$ cat src/rtl/bridge_pkg.sv
package bridge_pkg;

  typedef enum logic [2:0] {
    ST_IDLE,
    ST_FETCH,
    ST_FLAT,
    ST_DATA,
    ST_DLAT,
    ST_STEP,
    ST_HALT
  } bridgeState_e;

  // Strobes passed from the sequencer to the datapath
  typedef struct packed {
    logic fetchReq;
    logic dataReq;
    logic capInstr;
    logic capData;
  } bridgeCtl_t;

endpackage

$ cat src/rtl/bridge_ctrl.sv
module bridge_ctrl
  import bridge_pkg::*;
(
  input  logic       clk,
  input  logic       reset,
  input  logic       busWait,
  input  logic       fetchZero,
  input  logic       dataRead,
  input  logic       dataWrite,
  output bridgeCtl_t ctl,
  output logic       active,
  output logic       coreEnable
);

  bridgeState_e state, nextState;

  always_ff @(posedge clk) begin
    if (reset) state <= ST_IDLE;
    else       state <= nextState;
  end

  always_comb begin
    nextState = state;
    unique case (state)
      ST_IDLE:  nextState = ST_FETCH;
      ST_FETCH: begin
        if (fetchZero)     nextState = ST_HALT;
        else if (!busWait) nextState = ST_FLAT;
      end
      ST_FLAT:  nextState = ST_DATA;
      ST_DATA: begin
        if (dataRead) begin
          if (!busWait) nextState = ST_DLAT;
        end else if (dataWrite) begin
          if (!busWait) nextState = ST_STEP;
        end else begin
          nextState = ST_STEP;
        end
      end
      ST_DLAT:  nextState = ST_STEP;
      ST_STEP:  nextState = ST_FETCH;
      ST_HALT:  nextState = ST_HALT;
      default:  nextState = ST_IDLE;
    endcase
  end

  always_comb begin
    ctl.fetchReq = !reset && (state == ST_FETCH) && !fetchZero;
    ctl.dataReq  = !reset && (state == ST_DATA) && (dataRead || dataWrite);
    ctl.capInstr = !reset && (state == ST_FLAT);
    ctl.capData  = !reset && (state == ST_DLAT);
  end

  assign active     = reset || (state != ST_HALT);
  assign coreEnable = !reset && (state == ST_STEP);

endmodule

$ cat src/rtl/bridge_dpath.sv
module bridge_dpath
  import bridge_pkg::*;
#(
  parameter int unsigned ADDR_W    = 32,
  parameter int unsigned DATA_W    = 32,
  parameter int unsigned HALT_ADDR = 0
) (
  input  logic                clk,
  input  logic                reset,
  input  bridgeCtl_t          ctl,
  input  logic [ADDR_W-1:0]   instrAddr,
  input  logic [ADDR_W-1:0]   dataAddr,
  input  logic                dataRead,
  input  logic                dataWrite,
  input  logic [DATA_W-1:0]   dataWdata,
  input  logic [DATA_W/8-1:0] dataByteEn,
  input  logic [DATA_W-1:0]   busRdata,
  output logic [ADDR_W-1:0]   busAddr,
  output logic                busRead,
  output logic                busWrite,
  output logic [DATA_W-1:0]   busWdata,
  output logic [DATA_W/8-1:0] busByteEn,
  output logic [DATA_W-1:0]   instrData,
  output logic [DATA_W-1:0]   dataRdata,
  output logic                fetchZero
);

  localparam int unsigned BE_W = DATA_W / 8;

  logic rdData, wrData;

  // A read wins if the core ever raises both strobes.
  assign rdData    = ctl.dataReq && dataRead;
  assign wrData    = ctl.dataReq && dataWrite && !dataRead;
  assign fetchZero = (instrAddr == ADDR_W'(HALT_ADDR));

  always_comb begin
    busAddr = '0;
    if (ctl.fetchReq)     busAddr = instrAddr;
    else if (ctl.dataReq) busAddr = dataAddr;
  end

  assign busRead  = ctl.fetchReq || rdData;
  assign busWrite = wrData;
  assign busWdata = wrData ? dataWdata : '0;

  always_comb begin
    if (wrData)       busByteEn = dataByteEn;
    else if (busRead) busByteEn = {BE_W{1'b1}};
    else              busByteEn = '0;
  end

  always_ff @(posedge clk) begin
    if (reset) begin
      instrData <= '0;
      dataRdata <= '0;
    end else begin
      if (ctl.capInstr) instrData <= busRdata;
      if (ctl.capData)  dataRdata <= busRdata;
    end
  end

endmodule

$ cat src/rtl/split_bus_bridge.sv
module split_bus_bridge
  import bridge_pkg::*;
#(
  parameter int unsigned ADDR_W    = 32,
  parameter int unsigned DATA_W    = 32,
  parameter int unsigned HALT_ADDR = 0
) (
  input  logic                clk,
  input  logic                reset,
  output logic                active,
  output logic                coreEnable,
  input  logic [ADDR_W-1:0]   instrAddr,
  output logic [DATA_W-1:0]   instrData,
  input  logic [ADDR_W-1:0]   dataAddr,
  input  logic                dataRead,
  input  logic                dataWrite,
  input  logic [DATA_W-1:0]   dataWdata,
  input  logic [DATA_W/8-1:0] dataByteEn,
  output logic [DATA_W-1:0]   dataRdata,
  output logic [ADDR_W-1:0]   busAddr,
  output logic                busRead,
  output logic                busWrite,
  input  logic                busWait,
  output logic [DATA_W-1:0]   busWdata,
  output logic [DATA_W/8-1:0] busByteEn,
  input  logic [DATA_W-1:0]   busRdata
);

  bridgeCtl_t ctl;
  logic       fetchZero;

  bridge_ctrl u_ctrl (
    .clk        (clk),
    .reset      (reset),
    .busWait    (busWait),
    .fetchZero  (fetchZero),
    .dataRead   (dataRead),
    .dataWrite  (dataWrite),
    .ctl        (ctl),
    .active     (active),
    .coreEnable (coreEnable)
  );

  bridge_dpath #(
    .ADDR_W    (ADDR_W),
    .DATA_W    (DATA_W),
    .HALT_ADDR (HALT_ADDR)
  ) u_dpath (
    .clk        (clk),
    .reset      (reset),
    .ctl        (ctl),
    .instrAddr  (instrAddr),
    .dataAddr   (dataAddr),
    .dataRead   (dataRead),
    .dataWrite  (dataWrite),
    .dataWdata  (dataWdata),
    .dataByteEn (dataByteEn),
    .busRdata   (busRdata),
    .busAddr    (busAddr),
    .busRead    (busRead),
    .busWrite   (busWrite),
    .busWdata   (busWdata),
    .busByteEn  (busByteEn),
    .instrData  (instrData),
    .dataRdata  (dataRdata),
    .fetchZero  (fetchZero)
  );

endmodule

$ cat config.mk
export PLATFORM = sky130hd
export DESIGN_NAME = split_bus_bridge
export DESIGN_NICKNAME = d
export VERILOG_FILES = /design/src/rtl/bridge_pkg.sv /design/src/rtl/bridge_ctrl.sv /design/src/rtl/bridge_dpath.sv /design/src/rtl/split_bus_bridge.sv
export SDC_FILE = /design/constraint.sdc
export NUM_CORES = 1
export LEC_CHECK = 0
export BUFFER_PORTS_ARGS = -buffer_cell sky130_fd_sc_hd__buf_2
export CAP_MARGIN = 10
export CORE_AREA = 2 2 107 109
export CTS_BUF_LIST = sky130_fd_sc_hd__clkbuf_4 sky130_fd_sc_hd__clkbuf_8
export DETAILED_ROUTE_END_ITERATION = 7
export DIE_AREA = 0 0 109 111
export SETUP_SLACK_MARGIN = 0.4
export SLEW_MARGIN = 40
export SYNTH_ARGS = -nofsm -noshare
export SYNTH_HDL_FRONTEND = slang
export SYNTH_SLANG_ARGS = --single-unit
$ cat constraint.sdc
create_clock -name clk -period 2.8 [get_ports clk]
set_clock_uncertainty 0.05 [all_clocks]
set_input_delay 0.42 -clock clk [delete_from_list [all_inputs] [get_ports clk]]
set_output_delay 0.42 -clock clk [all_outputs]
set_load 0.01 [all_outputs]
After elaboration in Yosys (flattened, before gate mapping)
Cells that the tools add are included.
Operators by class
  equality and inequality tests: 10
  mux-type cells: 12
  reductions and logical operators: 20
Operator list (count)
  $mux W32: 3
  $logic_not A32 Y1: 1
  $mux W3: 6
  $pmux W3 S6: 1
  $logic_and A1 B1 Y1: 10
  $eq A3 B3 Y1 const B: 3
  $ne A3 B3 Y1 const B: 3
  $mux W4: 2
  $eq A3 B2 Y1 const B: 2
  $eq A3 B1 Y1 const B: 1
  $logic_not A1 Y1: 3
  $logic_not A3 Y1: 1
  $logic_or A1 B1 Y1: 3
  $ne A3 B2 Y1 const B: 1
  $reduce_and A3 Y1: 1
  $reduce_or A2 Y1: 1
Storage, ports and cells
  register bits after elaboration: 67
  input bits: 137
  output and inout port bits: 136

Longest topological paths before layout
  depth in word-level cells: 7
  mapped depth: 7
  depth with buffers taken out: 4

By module
Synthesis repeated with hierarchy kept, for this count alone.
Second synthesis, totals
  cells, all modules: 335
  area, all modules: 3200.6 µm²
Modules (own cells, without submodules)
  bridge_dpath: times used 1, cells an instance 305, area an instance 2979.1 µm², seq. area each 1281.2 µm²
  bridge_ctrl: times used 1, cells an instance 30, area an instance 221.5 µm², seq. area each 60.1 µm²

Worst setup path after synthesis
Ideal clock, no wire load.
  kind: input to output
  from: input port reset
  to: output port busWdata[26]
  data arrival time: 1475 ps
  setup slack: 855 ps
  stages on the path: 5
  buffers on the path: 2
  cells stage by stage: clkbuf_1 nand4bb_4 nor3b_4 buf_4 and2_1
On the way
  longest elaborated chain between the ends: 6
Ends and longest elaborated chain
  from (decl): line split_bus_bridge.sv:9  | input logic reset,
  $logic_not A1 Y1: line bridge_ctrl.sv:49  | ctl.dataReq = !reset && (state == ST_DATA) && (dataRead || dataWrite);
  $logic_and A1 B1 Y1 (2 in series): line bridge_ctrl.sv:49
  $logic_and A1 B1 Y1 (2 in series): line bridge_dpath.sv:34  | assign wrData = ctl.dataReq && dataWrite && !dataRead;
  net busWrite: line split_bus_bridge.sv:22  | output logic busWrite,
  $mux W32: line bridge_dpath.sv:45  | assign busWdata = wrData ? dataWdata : '0;
  to (decl): line split_bus_bridge.sv:24  | output logic [DATA_W-1:0] busWdata,
The timed path passes the listed nets, and every way through them passes these cells.

Worst setup path after layout
  from: register u_ctrl.state[2]
  to: output port busByteEn[1]
On the way
  longest elaborated chain between the ends: 7
  elaborated cells on any way between the ends: 12
  those cells by class: 2 x eq/ne; 2 x mux; 8 x reduce/logical
Ends and longest elaborated chain
  from (decl): line bridge_ctrl.sv:15  | bridgeState_e state, nextState;
  from (signal assigned): line bridge_ctrl.sv:19  | else state <= nextState;
  $eq A3 B2 Y1: line bridge_ctrl.sv:49
  $logic_and A1 B1 Y1 (2 in series): line bridge_ctrl.sv:49
  $logic_and A1 B1 Y1: line bridge_dpath.sv:33  | assign rdData = ctl.dataReq && dataRead;
  $logic_or A1 B1 Y1: line bridge_dpath.sv:43  | assign busRead = ctl.fetchReq || rdData;
  $mux W4: line bridge_dpath.sv:49  | else if (busRead) busByteEn = {BE_W{1'b1}};
  $mux W4 *: line bridge_dpath.sv:48  | if (wrData) busByteEn = dataByteEn;
  to (decl): line split_bus_bridge.sv:25  | output logic [DATA_W/8-1:0] busByteEn,
Every way passes the cells marked *; elsewhere a longest branch is shown, timed or not.

==> metrics <==
largest net degree at the start of global routing=66; power share of the clock group=35.1%; leading area contributor after synthesis=dfxtp_1; crit path time final=2280 ps; endpoint class of the critical path=primary output; post-route ant nets=0; Gate Count Post-Synth=407; Main synth FF type=dfxtp_1; Synth Area in Simple Gates=30.0%; total core area=0.0111 mm2; Skew-Pair Late Insertion Delay=330 ps; drt first pass iters=4; row count=39; Sw Ratio=27.5%; Final #Nets=802; ys async rst share=0%; Comb power frac=19.5%; Worst Max-Slew Pin Slew=701 ps; Arr. time, crit path=1810 ps; Mapped Avg Cell Area=7.69 um2; Final Cell Area=0.00483 mm2; Mapped Nets=544; critical path type=reg -> out; starting DRC count in detailed routing=225; Via Count=3837; root buf cell=clkbuf_8; unrepaired setup endpoints after global routing=false; fillers=1173; Via density=4.70; Initial Utilization=28.2%; Overflow after GRT=0; Ports=273; area growth from synthesis to layout=54.5%; Port Buffers=272; GPL Wtd Cong=0.991; # H-tree levels=3; wire length per cell=15.3 um; Min Hold Slack=267 ps; Die W=109 um; setup_tns=0 ps; Power Density=468 mW/mm2; xor/xnor share of the synthesized area=0%; #FFs+latches synth=67; post-placement cell area=0.00459 mm2; HPWL after detailed placement=9640 um; count of cell types in the netlist=31; final hold vios=0; GRT Total Usage=19.4%; Clock Path Buffers=2; Worst-path clk slew=70 ps; final non-filler cell total=817; final worst-path cycle share=81.3%; leakage=0.00243 uW; Post-synth top cells=nand2_1 (134), dfxtp_1 (67), a21oi_1 (66), a22o_1 (32), and2_1 (32); multiplexer share of the synthesized area=0.320%; most common cell in the netlist=nand2_1; Clock Sinks=67; min-delay worst type=in -> reg; Hold-fix buffers, CTS=0; Synth Area in Compound Gates=21.4%; sequential fraction of design power=45.3%; Slew HR=53.3%; status=finished clean; Int Pwr=1640 uW; register area share after synthesis=42.9%; CTS tree=yes; CP Max Fanout=37; share of layout cells above drive strength 1=46.4%; crit start category=register; # Max-Cap Violations=0; number of buffers created by CTS=9; Die Y=111 um; Placed Instances=795; vias in the first global route=3559; initial antenna violation count=4; first-pass GRT wire length=18300 um; Post-synth EDFFs=0; Synth area leaders=dfxtp_1 (43%), nand2_1 (16%), a21oi_1 (11%); Die ar.=0.0121 mm2; Ys Warns=0; Pins Over Slew Limit=0; largest family of logic cells by synthesized area=simple AND/OR/NAND/NOR gates; Final Setup Violations=0; DRT Wirelength=12500 um; Mapped Area=0.00313 mm2; Required @ worst endpoint=2330 ps; post-synthesis adder-cell area fraction=0%; final core occ=43.6%; Yosys top cell area share=42.9%; Remaining DRCs=0; Max VDD drop=0.249 mV; Net Sw Power=621 uW; Fmax achieved=440 MHz
[what timing repair did]
item	in CTS	in global routing
pin swaps	0	1
endpoints found under the hold margin	0	0
endpoints found under the setup margin	69	69
gates resized for setup	2	5
buffers inserted	1	1
[registers in the layout, summed over array words and instances (netlist names)]
signal / cells
u_dpath.instrData: 32
u_ctrl.state: 3
u_dpath.dataRdata: 32
[routing by layer]
metal,wire (um),GRT usage (%),up-vias
met5,27,0,-
met4,172,4.79,4
met3,1370,8.17,19
met2,5720,30.9,169
met1,5190,24.0,1750
li1,-,-,1895
[final timing paths]
| path | from | end | slack (ps) | depth (start not counted) |
|---|---|---|---|---|
| min reg2reg | u_dpath.dataRdata[0] | u_dpath.dataRdata[0] | 400 | 2 |
| max reg2reg | u_ctrl.state[2] | u_dpath.dataRdata[31] | 890 | 5 |
| min | busWait | u_ctrl.state[1] | 270 | 2 |
| max | u_ctrl.state[2] | busByteEn[1] | 520 | 6 |
[cell usage in the layout, fill, tap and decap left out, types with 2 or more instances in the layout]
cell	synthesis	routed
a21oi_1	66	66
a22o_1	32	32
and2_1	32	32
buf_2	20	272
buf_4	2	7
clkbuf_8	0	10
clkinv_2	0	3
dfxtp_1	67	65
diode_2	0	4
nand2_1	134	134
nand3_1	5	5
nand4_1	2	2
nor2_1	4	3
nor2_2	1	2
nor3b_4	1	2
nor4_1	8	8
o21ai_0	2	2
or2_2	2	2
[final cells by class]
type                            instances  area, um2  share of cell area, %
Tap cell                              143        179                   3.70
Antenna cell                            4       10.0                  0.207
Multi-Input combinational cell        304       1640                   33.8
Clock inverter                          5       52.6                   1.09
Sequential cell                        67       1350                   27.9
Timing Repair Buffer                  282       1460                   30.2
Inverter                                1       3.75                 0.0777
Clock buffer                           11        145                   3.00
[worst max-delay path, stage by stage (launching register included)]
cell and delay [ps]:
dfxtp_1 450, nand4bb_4 290, nor3b_4 190, buf_6 220, nand2_1 80, nand3_1 100, buf_2 140
[logic make-up after synthesis]
family                 count (synthesis)
buffers and inverters                 36
muxes                                  1
and+or+nand+nor                      197
DFF                                   67
AOI/OAI and AO/OA                    106
[stage by stage]
step                worst slack [ps]  power, uW
floorplan                        855       1250
global placement                 523       1480
detailed placement               436       1480
CTS                              408       2290
global route                     396       2380
finish                           525       2260
[power groups by stage]
| stage | sequential, uW | combinational (uW) | clock (uW) |
|---|---|---|---|
| after floorplan | 1050 | 202 | 0 |
| after global placement | 1040 | 432 | 0 |
| after detailed placement | 1050 | 435 | 0 |
| after CTS | 1030 | 440 | 825 |
| after global routing | 1030 | 483 | 871 |
| final | 1030 | 442 | 794 |
Power figures use the tool's default switching activity.
